$ cat config.mk
export PLATFORM = sky130hd
export DESIGN_NAME = rx_addr_filter
export DESIGN_NICKNAME = d
export VERILOG_FILES = /design/src/rtl/rxf_pkg.sv /design/src/rtl/rxf_da_cnt.sv /design/src/rtl/rxf_crc.sv /design/src/rtl/rxf_da_cmp.sv /design/src/rtl/rx_addr_filter.sv
export SDC_FILE = /design/constraint.sdc
export NUM_CORES = 1
export LEC_CHECK = 0
export ABC_AREA = 1
export BUFFER_PORTS_ARGS = -buffer_cell sky130_fd_sc_hd__buf_2
export CAP_MARGIN = 20
export CORE_MARGIN = 1.5
export CORE_UTILIZATION = 47
export DETAILED_ROUTE_END_ITERATION = 7
export GPL_TIMING_DRIVEN = 0
export HOLD_SLACK_MARGIN = 0.15
export MAX_ROUTING_LAYER = met4
export PLACE_DENSITY = 0.85
export SYNTH_ARGS = -nofsm -noshare
export SYNTH_HDL_FRONTEND = slang
export SYNTH_SLANG_ARGS = --single-unit
export TNS_END_PERCENT = 10
$ cat constraint.sdc
create_clock -name clk_i -period 2.3 [get_ports clk_i]
set_clock_uncertainty 0.15 [all_clocks]
set_input_delay 0.115 -clock clk_i [delete_from_list [all_inputs] [get_ports clk_i]]
set_output_delay 0.115 -clock clk_i [all_outputs]
set_load 0.02 [all_outputs]
$ cat src/rtl/rxf_pkg.sv
package rxf_pkg;
  localparam int          DA_BYTES = 6;
  localparam logic [31:0] CRC_POLY = 32'h04C1_1DB7;
  localparam logic [31:0] CRC_INIT = 32'hFFFF_FFFF;

  // one byte, LSB first, non-reflected register
  function automatic logic [31:0] crc_step(input logic [31:0] c, input logic [7:0] b);
    logic [31:0] r;
    logic        fb;
    r = c;
    for (int i = 0; i < 8; i++) begin
      fb = r[31] ^ b[i];
      r  = {r[30:0], 1'b0};
      if (fb) r = r ^ CRC_POLY;
    end
    return r;
  endfunction
endpackage

$ cat src/rtl/rxf_da_cnt.sv
module rxf_da_cnt #(
  parameter int NB = 6,
  localparam int CW = $clog2(NB + 1)
) (
  input  logic          clk_i,
  input  logic          rst_ni,
  input  logic          vld_i,
  input  logic          sof_i,
  input  logic          eof_i,
  output logic          take_o,
  output logic [CW-1:0] idx_o,
  output logic          last_o,
  output logic          short_o
);
  logic          active_q;
  logic [CW-1:0] cnt_q;

  assign idx_o   = sof_i ? '0 : cnt_q;
  assign take_o  = vld_i & (sof_i | active_q);
  assign last_o  = take_o & (idx_o == CW'(NB - 1));
  assign short_o = take_o & eof_i & ~last_o;

  always_ff @(posedge clk_i or negedge rst_ni) begin
    if (!rst_ni) begin
      active_q <= 1'b0;
      cnt_q    <= '0;
    end else if (take_o) begin
      cnt_q    <= idx_o + CW'(1);
      active_q <= ~last_o & ~eof_i;
    end
  end
endmodule

$ cat src/rtl/rxf_crc.sv
module rxf_crc
  import rxf_pkg::*;
(
  input  logic        clk_i,
  input  logic        rst_ni,
  input  logic        take_i,
  input  logic        sof_i,
  input  logic [7:0]  byte_i,
  output logic [31:0] crc_o
);
  logic [31:0] crc_q;
  logic [31:0] cur;

  assign cur   = sof_i ? CRC_INIT : crc_q;
  assign crc_o = crc_step(cur, byte_i);

  always_ff @(posedge clk_i or negedge rst_ni) begin
    if (!rst_ni)     crc_q <= CRC_INIT;
    else if (take_i) crc_q <= crc_o;
  end
endmodule

$ cat src/rtl/rxf_da_cmp.sv
module rxf_da_cmp #(
  parameter int NB = 6,
  localparam int CW = $clog2(NB + 1)
) (
  input  logic          clk_i,
  input  logic          rst_ni,
  input  logic          take_i,
  input  logic          sof_i,
  input  logic [CW-1:0] idx_i,
  input  logic [7:0]    byte_i,
  input  logic [8*NB-1:0] stn_i,
  output logic          bcast_o,
  output logic          ucast_o,
  output logic          group_o
);
  logic [7:0] stn_b [NB];
  logic [7:0] exp_b;
  logic       bc_q, uc_q, grp_q;
  logic       bc_cur, uc_cur;

  for (genvar g = 0; g < NB; g++) begin : g_stn
    assign stn_b[g] = stn_i[8*(NB-1-g) +: 8];
  end

  always_comb begin
    exp_b = '0;
    for (int k = 0; k < NB; k++)
      if (idx_i == CW'(k)) exp_b = stn_b[k];
  end

  assign bc_cur  = sof_i | bc_q;
  assign uc_cur  = sof_i | uc_q;
  assign bcast_o = bc_cur & (byte_i == 8'hFF);
  assign ucast_o = uc_cur & (byte_i == exp_b);
  assign group_o = sof_i ? byte_i[0] : grp_q;

  always_ff @(posedge clk_i or negedge rst_ni) begin
    if (!rst_ni) begin
      bc_q  <= 1'b0;
      uc_q  <= 1'b0;
      grp_q <= 1'b0;
    end else if (take_i) begin
      bc_q  <= bcast_o;
      uc_q  <= ucast_o;
      grp_q <= group_o;
    end
  end
endmodule

$ cat src/rtl/rx_addr_filter.sv
module rx_addr_filter
  import rxf_pkg::*;
#(
  parameter int HASH_IW = 6,
  localparam int NB     = DA_BYTES,
  localparam int CW     = $clog2(NB + 1),
  localparam int HALF_W = 2 ** (HASH_IW - 1)
) (
  input  logic              clk_i,
  input  logic              rst_ni,
  input  logic              byte_vld_i,
  input  logic              sof_i,
  input  logic              eof_i,
  input  logic [7:0]        byte_i,
  input  logic [15:0]       stn_hi_i,
  input  logic [31:0]       stn_lo_i,
  input  logic [HALF_W-1:0] hash_lo_i,
  input  logic [HALF_W-1:0] hash_hi_i,
  input  logic              bcast_rej_i,
  input  logic              hash_all_i,
  input  logic              promisc_i,
  output logic              done_o,
  output logic              accept_o,
  output logic              miss_o
);
  logic          take, last, short_f;
  logic [CW-1:0] idx;
  logic [31:0]   crc_n;
  logic          bc_n, uc_n, grp_n;
  logic [2*HALF_W-1:0] hash_tbl;
  logic [HASH_IW-1:0]  hash_idx;
  logic          hash_hit, addr_miss, decide, dec_miss;
  logic          done_q, acc_q, miss_q;

  rxf_da_cnt #(.NB(NB)) u_cnt (
    .clk_i, .rst_ni,
    .vld_i(byte_vld_i), .sof_i, .eof_i,
    .take_o(take), .idx_o(idx), .last_o(last), .short_o(short_f)
  );

  rxf_crc u_crc (
    .clk_i, .rst_ni,
    .take_i(take), .sof_i, .byte_i, .crc_o(crc_n)
  );

  rxf_da_cmp #(.NB(NB)) u_cmp (
    .clk_i, .rst_ni,
    .take_i(take), .sof_i, .idx_i(idx), .byte_i,
    .stn_i({stn_hi_i, stn_lo_i}),
    .bcast_o(bc_n), .ucast_o(uc_n), .group_o(grp_n)
  );

  assign hash_tbl = {hash_hi_i, hash_lo_i};
  assign hash_idx = crc_n[31 -: HASH_IW];
  assign hash_hit = hash_tbl[hash_idx];

  // priority: broadcast, then hash path, then exact match
  always_comb begin
    if (bc_n)                    addr_miss = bcast_rej_i;
    else if (grp_n | hash_all_i) addr_miss = ~hash_hit;
    else                         addr_miss = ~uc_n;
  end

  assign decide   = last | short_f;
  assign dec_miss = short_f | addr_miss;

  always_ff @(posedge clk_i or negedge rst_ni) begin
    if (!rst_ni) begin
      done_q <= 1'b0;
      acc_q  <= 1'b0;
      miss_q <= 1'b0;
    end else begin
      done_q <= decide;
      if (decide) begin
        miss_q <= dec_miss;
        acc_q  <= ~dec_miss | promisc_i;
      end else if (byte_vld_i && sof_i) begin
        miss_q <= 1'b0;
        acc_q  <= 1'b0;
      end
    end
  end

  assign done_o   = done_q;
  assign accept_o = acc_q;
  assign miss_o   = miss_q;
endmodule

======== After elaboration in Yosys (flattened, before gate mapping) ========
Index checks and enable logic that the tools add are counted.
word-level totals
  register bits after elaboration ......... 42
  input bits .............................. 128
  output and inout bits ................... 3
operators by class
  add/subtract/negate cells ............... 1
  multiplexer cells ....................... 24
  magnitude comparators ................... 1
  bitwise logic cells ..................... 35
  eq/ne operators ......................... 7
  reductions and logical operators ........ 3
operators by type and width
  kind                                                                          number
  27-bit 2-to-1 mux                                                             8
  14-bit NOT                                                                    8
  8-bit 2-to-1 mux                                                              6
  32-bit 2-to-1 mux                                                             1
  8-bit equality test                                                           1
  8-bit equality test, second input constant                                    1
  1-bit XOR                                                                     8
  1-bit bitwise AND                                                             7
  6-bit by 7-bit less-than comparator with 1-bit output, second input constant  1
  1-bit 2-to-1 mux                                                              7
  1-bit bitwise OR                                                              7
  1-bit binary-select mux with 6-bit select                                     1
  3-bit by 2-bit equality test with 1-bit output, second input constant         2
  3-bit equality test, second input constant                                    2
  1-bit NOT                                                                     5
  3-bit by 1-bit adder with 3-bit output, second input constant                 1
  3-bit by 1-bit equality test with 1-bit output, second input constant         1
  3-bit zero test                                                               1
  3-bit 2-to-1 mux                                                              1
  2-bit nonzero test                                                            1
  1-bit logical AND                                                             1

======== Logic depth before layout (Yosys ltp) ========
  depth after elaboration ................. 26
  gate-level depth with buffers ........... 27
  depth with buffers taken out ............ 23

======== By module ========
From an unflattened synthesis, not the netlist that was laid out.
second synthesis, totals
  cells, all modules ...................... 779
  area, all modules ....................... 4822.1 sq um
modules (own cells, without submodules)
  module          times used  seq. area each (sq um)  area an instance (sq um)  cells an instance
  rxf_crc         1           840.8                   2842.7                    398
  rxf_da_cmp      1           75.1                    853.3                     172
  rx_addr_filter  1           75.1                    850.8                     173
  rxf_da_cnt      1           100.1                   275.3                     36

======== Worst setup path before layout ========
No wires, ideal clock.
  path type ............................... input to register
  start point ............................. in sof_i
  end point ............................... reg miss_q, in the netlist miss_o
  stages on the path ...................... 25
  arrival time ............................ 2.981 ns
  setup slack ............................. -0.948 ns
  path buffers ............................ 5
  cells stage by stage .................... buf_6 > buf_6 > buf_2 > buf_1 > clkbuf_1 > nor2_1 > inv_1 > ha_1 > clkinv_1 > nor2_1 > nand2_1 > nand3_1 > o211ai_1 > nand3_1 > nand2_1 > nand3_1 > nand2_1 > nor2_1 > nand3_1 > nor2_1 > a21oi_1 > nand2_1 > nand2_1 > nand2_1 > nand2_1
on the way
  cells in the longest elaborated chain, start to end .. 19
RTL lines
  what                                       RTL line              source
  start: declaration                         rx_addr_filter.sv:12  input logic sof_i,
  32-bit 2-to-1 mux                          rxf_crc.sv:14         assign cur = sof_i ? CRC_INIT : crc_q;
  27-bit 2-to-1 mux (3 in series)            rxf_pkg.sv:14         if (fb) r = r ^ CRC_POLY;
  14-bit NOT (no line)                       n/a
  27-bit 2-to-1 mux                          rxf_pkg.sv:14
  14-bit NOT (no line)                       n/a
  27-bit 2-to-1 mux (3 in series)            rxf_pkg.sv:14
  14-bit NOT (no line)                       n/a
  27-bit 2-to-1 mux                          rxf_pkg.sv:14
  1-bit binary-select mux with 6-bit select  rx_addr_filter.sv:55  assign hash_hit = hash_tbl[hash_idx];
  1-bit 2-to-1 mux (not written as such)     rx_addr_filter.sv:55
  1-bit NOT                                  rx_addr_filter.sv:60  else if (grp_n | hash_all_i) addr_miss = ~hash_hit;
  1-bit 2-to-1 mux                           rx_addr_filter.sv:60
  1-bit 2-to-1 mux                           rx_addr_filter.sv:59  if (bc_n) addr_miss = bcast_rej_i;
  1-bit bitwise OR                           rx_addr_filter.sv:65  assign dec_miss = short_f | addr_miss;
  1-bit 2-to-1 mux                           rx_addr_filter.sv:74  if (decide) begin
  end signal: assignment                     rx_addr_filter.sv:75  miss_q <= dec_miss;
  end: declaration                           rx_addr_filter.sv:33  logic done_q, acc_q, miss_q;
Several ways; a longest one is shown, not always the timed one. The select of a mux whose other input is x is not followed.
A chain may end at the register's enable or synchronous reset.

======== Worst setup path after layout ========
  start point ............................. reg u_crc.crc_q[27]
  end point ............................... reg acc_q, in the netlist accept_o
on the way
  cells in the longest elaborated chain, start to end .. 16
RTL lines
  what                                           RTL line              source
  start: declaration                             rxf_crc.sv:11         logic [31:0] crc_q;
  start signal: assignment                       rxf_crc.sv:19         else if (take_i) crc_q <= crc_o;
  32-bit 2-to-1 mux (*)                          rxf_crc.sv:14
  1-bit XOR (*)                                  rxf_pkg.sv:12         fb = r[31] ^ b[i];
  27-bit 2-to-1 mux (*)                          rxf_pkg.sv:14
  27-bit 2-to-1 mux (2 in series)                rxf_pkg.sv:14
  14-bit NOT (no line)                           n/a
  27-bit 2-to-1 mux                              rxf_pkg.sv:14
  1-bit binary-select mux with 6-bit select (*)  rx_addr_filter.sv:55
  1-bit 2-to-1 mux (not written as such) (*)     rx_addr_filter.sv:55
  1-bit NOT (*)                                  rx_addr_filter.sv:60
  1-bit 2-to-1 mux (*)                           rx_addr_filter.sv:60
  1-bit 2-to-1 mux (*)                           rx_addr_filter.sv:59
  1-bit bitwise OR (*)                           rx_addr_filter.sv:65
  1-bit NOT (*)                                  rx_addr_filter.sv:76  acc_q <= ~dec_miss | promisc_i;
  1-bit bitwise OR (*)                           rx_addr_filter.sv:76
  1-bit 2-to-1 mux (*)                           rx_addr_filter.sv:74
  end signal: assignment                         rx_addr_filter.sv:76
  end: declaration                               rx_addr_filter.sv:33
Mark *: on every way between the ends. The rest lies on a longest branch, timed or not. The select of a mux whose other input is x is not followed.

==> results.sh <==
export IMPL_outcome="finished, violations left"
export IMPL_violations="DRC, setup timing"
export IMPL_endpoint_kind="register"
export IMPL_clk_pin_slew_ns=0.09
export IMPL_finalCritPeriodShare_pct=133
export IMPL_ant_nets=0
export IMPL_report_power_total_mw=8.84
export IMPL_setup_violations=6
export IMPL_cp_start_kind="register"
export IMPL_synth_net_count=737
export IMPL_ys_ff_latch=42
export IMPL_clk_latency_ns=0.31
export IMPL_crit_fanout=8
export IMPL_power_leakage_nw=3.00
export IMPL_yosysWarnings=0
export IMPL_layout_nets=925
export IMPL_post_route_drc_count=46
export IMPL_hold_path_class="primary input to register"
export IMPL_report_final_hold_viol_count=0
export IMPL_cts_root_buf="clkbuf_8"
export IMPL_portBuffers=129
export IMPL_relSlewSlack_pct=34.5
export IMPL_routed_wl_um=19700
export IMPL_grt_pass1_vias=5027
export IMPL_vias=5881
export IMPL_drtIter0Drc=1008
export IMPL_synth_ff_type="dfstp_2"
export IMPL_drive_above_1_share_pct=45.9
export IMPL_dr_pass1_iters=8
export IMPL_power_share_clock_pct=5.6
export IMPL_arrival_ns=3.09
export IMPL_synth_fa_ha_area_share_pct=0.917
export IMPL_fmaxAchievable_ghz=0.328
export IMPL_grt_remaining_overflow=0
export IMPL_tightest_slew_ns=0.983
export IMPL_ir_drop_mv=0.658
export IMPL_drv_slew=0
export IMPL_clockBufferDepth=2
export IMPL_dieWidth_um=96.3
export IMPL_dieArea_um2=9270
export IMPL_syn_area_um2=4090
export IMPL_synth_area_per_cell_um2=6.75
export IMPL_rows=33
export IMPL_die_h_um=96.3
export IMPL_wl_per_cell_um=21.8
export IMPL_tritoncts="built"
export IMPL_syn_inst=606
export IMPL_postSynth_asyncResetShare_pct=100
export IMPL_synth_simple_area_share_pct=42.3
export IMPL_power_frac_seq_pct=17.5
export IMPL_grt_max_degree=43
export IMPL_synth_cell_types=40
export IMPL_placed_cell_area_um2=4960
export IMPL_period_minus_slack_ns=3.05
export IMPL_postLayoutSetupSlackWorst_ns=-0.748
export IMPL_cap_viol_max_count=0
export IMPL_pwr_share_comb_pct=76.9
export IMPL_grt_antenna_before_repair=1
export IMPL_h_tree_depth=2
export IMPL_area_growth_pct=51.2
export IMPL_muxShareOfSynthArea_pct=0
export IMPL_core_area_um2=8340
export IMPL_finish_instance_area_um2=6190
export IMPL_crit_type="register to register"
export IMPL_synth_top_family_by_area="simple AND/OR/NAND/NOR gates"
export IMPL_ys_seq_area_share_pct=26.7
export IMPL_grt_pass1_wl_um=23300
export IMPL_switching_power_mw=4.73
export IMPL_dp_hpwl_um=9570
export IMPL_cts_buffers=5
export IMPL_place_congestion=0.927
export IMPL_grt_usage_pct=33.7
export IMPL_viasPerCell=6.53
export IMPL_p_int_mw=4.12
export IMPL_synth_compound_area_share_pct=7.58
export IMPL_powerDensity_nw_per_um2=1430
export IMPL_clkSinkCount=42
export IMPL_nFillCells=507
export IMPL_synthXorXnorAreaFrac_pct=15.2
export IMPL_synth_edf_count=0
export IMPL_switching_share_pct=53.4
export IMPL_ios=131
export IMPL_rsz0062_at_grt="true"
export IMPL_start_util_pct=49.1
export IMPL_required_ns=2.34
## layer usage
metal | part of all wire (%) | track usage [%] | vias to the layer above
met5 | 0 | - | -
met3 | 13 | 6.95 | 245
met4 | 10 | 15.5 | 0
li1 | - | - | 2353
met1 | 33 | 39.9 | 2643
met2 | 44 | 55.0 | 640
## worst max-delay path, cell delays in order (launching register included)
cell and delay [ns]:
dfstp_2 0.56, nor2_4 0.05, xor2_4 0.26, inv_2 0.11
nand2_8 0.12, nand2_4 0.07, nand2_8 0.13, nand2_8 0.09
buf_6 0.14, nand2_1 0.17, nand3_1 0.19, nand3_2 0.16
nand3_2 0.10, nand3_2 0.07, nand3_2 0.11, nand3_4 0.16
nand2_4 0.07, nand2_4 0.06, nand2_1 0.05, nand2_1 0.05
nand2_1 0.05
## cells by family (layout without fill, tap and decap cells)
family,count (synthesis),after routing
adder cells (fa/ha/maj),3,3
AND/OR/NAND/NOR,375,377
buffers and inverters,68,255
XOR/XNOR,62,62
other,0,1
AO/OA/AOI/OAI,56,56
flip-flops,42,42
## sequential cells by signal, indices dropped and copies added, names as in the netlist
signal,count
u_crc.crc_q,32
u_cnt.cnt_q,3
accept_o,1
done_o,1
miss_o,1
u_cmp.bc_q,1
u_cmp.grp_q,1
u_cmp.uc_q,1
u_cnt.active_q,1
## stage by stage
stage	TNS, ns	utilization [%]	hold slack, ns	instances	setup slack, ns
3_5_place_dp	-2.37	59.5	0.153	840	-0.812
4_1_cts	-0.849	68.4	0.161	886	-0.310
3_3_place_gp	-2.03	59.5	0.148	840	-0.716
2_1_floorplan	-0.633	-	-0.331	606	-0.282
5_1_grt	-3.34	74.2	0.313	901	-0.908
6_report	-2.44	74.2	0.275	901	-0.748
## power by group through the flow
stage | registers [mW] | logic [mW] | clock network (mW)
4_1_cts | 1.46 | 5.15 | 0.475
3_5_place_dp | 1.47 | 4.16 | 0
6_report | 1.54 | 6.80 | 0.497
3_3_place_gp | 1.45 | 4.05 | 0
2_1_floorplan | 1.44 | 3.24 | 0
5_1_grt | 1.56 | 7.10 | 0.515
## synth_stat cells, types with 3 or more instances
master / number / area share, %
nand2_1: 167 / 15
nand3_1: 125 / 15
nor2_1: 47 / 4.3
o21ai_0: 38 / 4.6
xor2_1: 38 / 8.1
dfstp_2: 32 / 21
inv_1: 32 / 2.9
xnor2_1: 18 / 3.9
clkbuf_1: 10 / 0.92
dfrtp_1: 10 / 6.1
inv_2: 9 / 0.83
nand2_2: 8 / 1.2
nand4_1: 8 / 1.2
buf_2: 7 / 0.86
o211ai_1: 5 / 0.92
or2_2: 5 / 0.76
a21oi_1: 4 / 0.49
buf_4: 4 / 0.73
o21ai_1: 4 / 0.49
buf_6: 3 / 0.83
ha_1: 3 / 0.92
xor2_4: 3 / 2.0
## path summary, 6_finish.rpt
path	startpoint	end	slack, ns	cells after the start
max	u_crc.crc_q[27]	accept_o	-0.75	20
min	byte_i[0]	u_cmp.grp_q	0.28	5
max reg2reg	u_crc.crc_q[27]	accept_o	-0.75	20
min reg2reg	u_crc.crc_q[8]	u_crc.crc_q[8]	0.33	2
max in group asynchronous	rst_ni	u_cnt.active_q	1.04	2
min in group asynchronous	rst_ni	miss_o	0.35	2
## cell usage in the layout, fill, tap and decap left out, types with 6 or more instances in the layout
master | synthesis | layout
nand2_1 | 167 | 140
clkbuf_1 | 10 | 12
nand3_2 | 2 | 49
nand2_2 | 8 | 21
xor2_1 | 38 | 32
inv_1 | 32 | 28
nand2_4 | 2 | 15
buf_4 | 4 | 33
buf_2 | 7 | 129
dlygate4sd3_1 | 0 | 9
xor2_4 | 3 | 6
dfstp_2 | 32 | 32
nor2_1 | 47 | 41
inv_2 | 9 | 11
nor2_4 | 1 | 6
nand3_1 | 125 | 76
dfrtp_1 | 10 | 10
o21ai_0 | 38 | 36
buf_8 | 0 | 7
buf_6 | 3 | 13
xnor2_1 | 18 | 18
nand4_1 | 8 | 8
## area by class of cell
type | instances | area [um2] | area share [%]
Timing Repair Buffer | 180 | 1140 | 18.4
Inverter | 42 | 183 | 2.95
Multi-Input combinational cell | 498 | 3320 | 53.7
Antenna cell | 1 | 2.50 | 0.0404
Tap cell | 105 | 131 | 2.12
Sequential cell | 42 | 1090 | 17.6
Clock buffer | 8 | 80.1 | 1.29
Buffer | 25 | 241 | 3.90
## timing repair
action | CTS | global route
endpoints found under the setup margin | 7 | 6
pin swaps | 33 | 37
hold buffers | 9 | 0
endpoints found under the hold margin | 15 | 0
resized for setup | 76 | 79
setup buffers | 24 | 12
gates cloned | 6 | 2
Power figures use the tool's default switching activity.
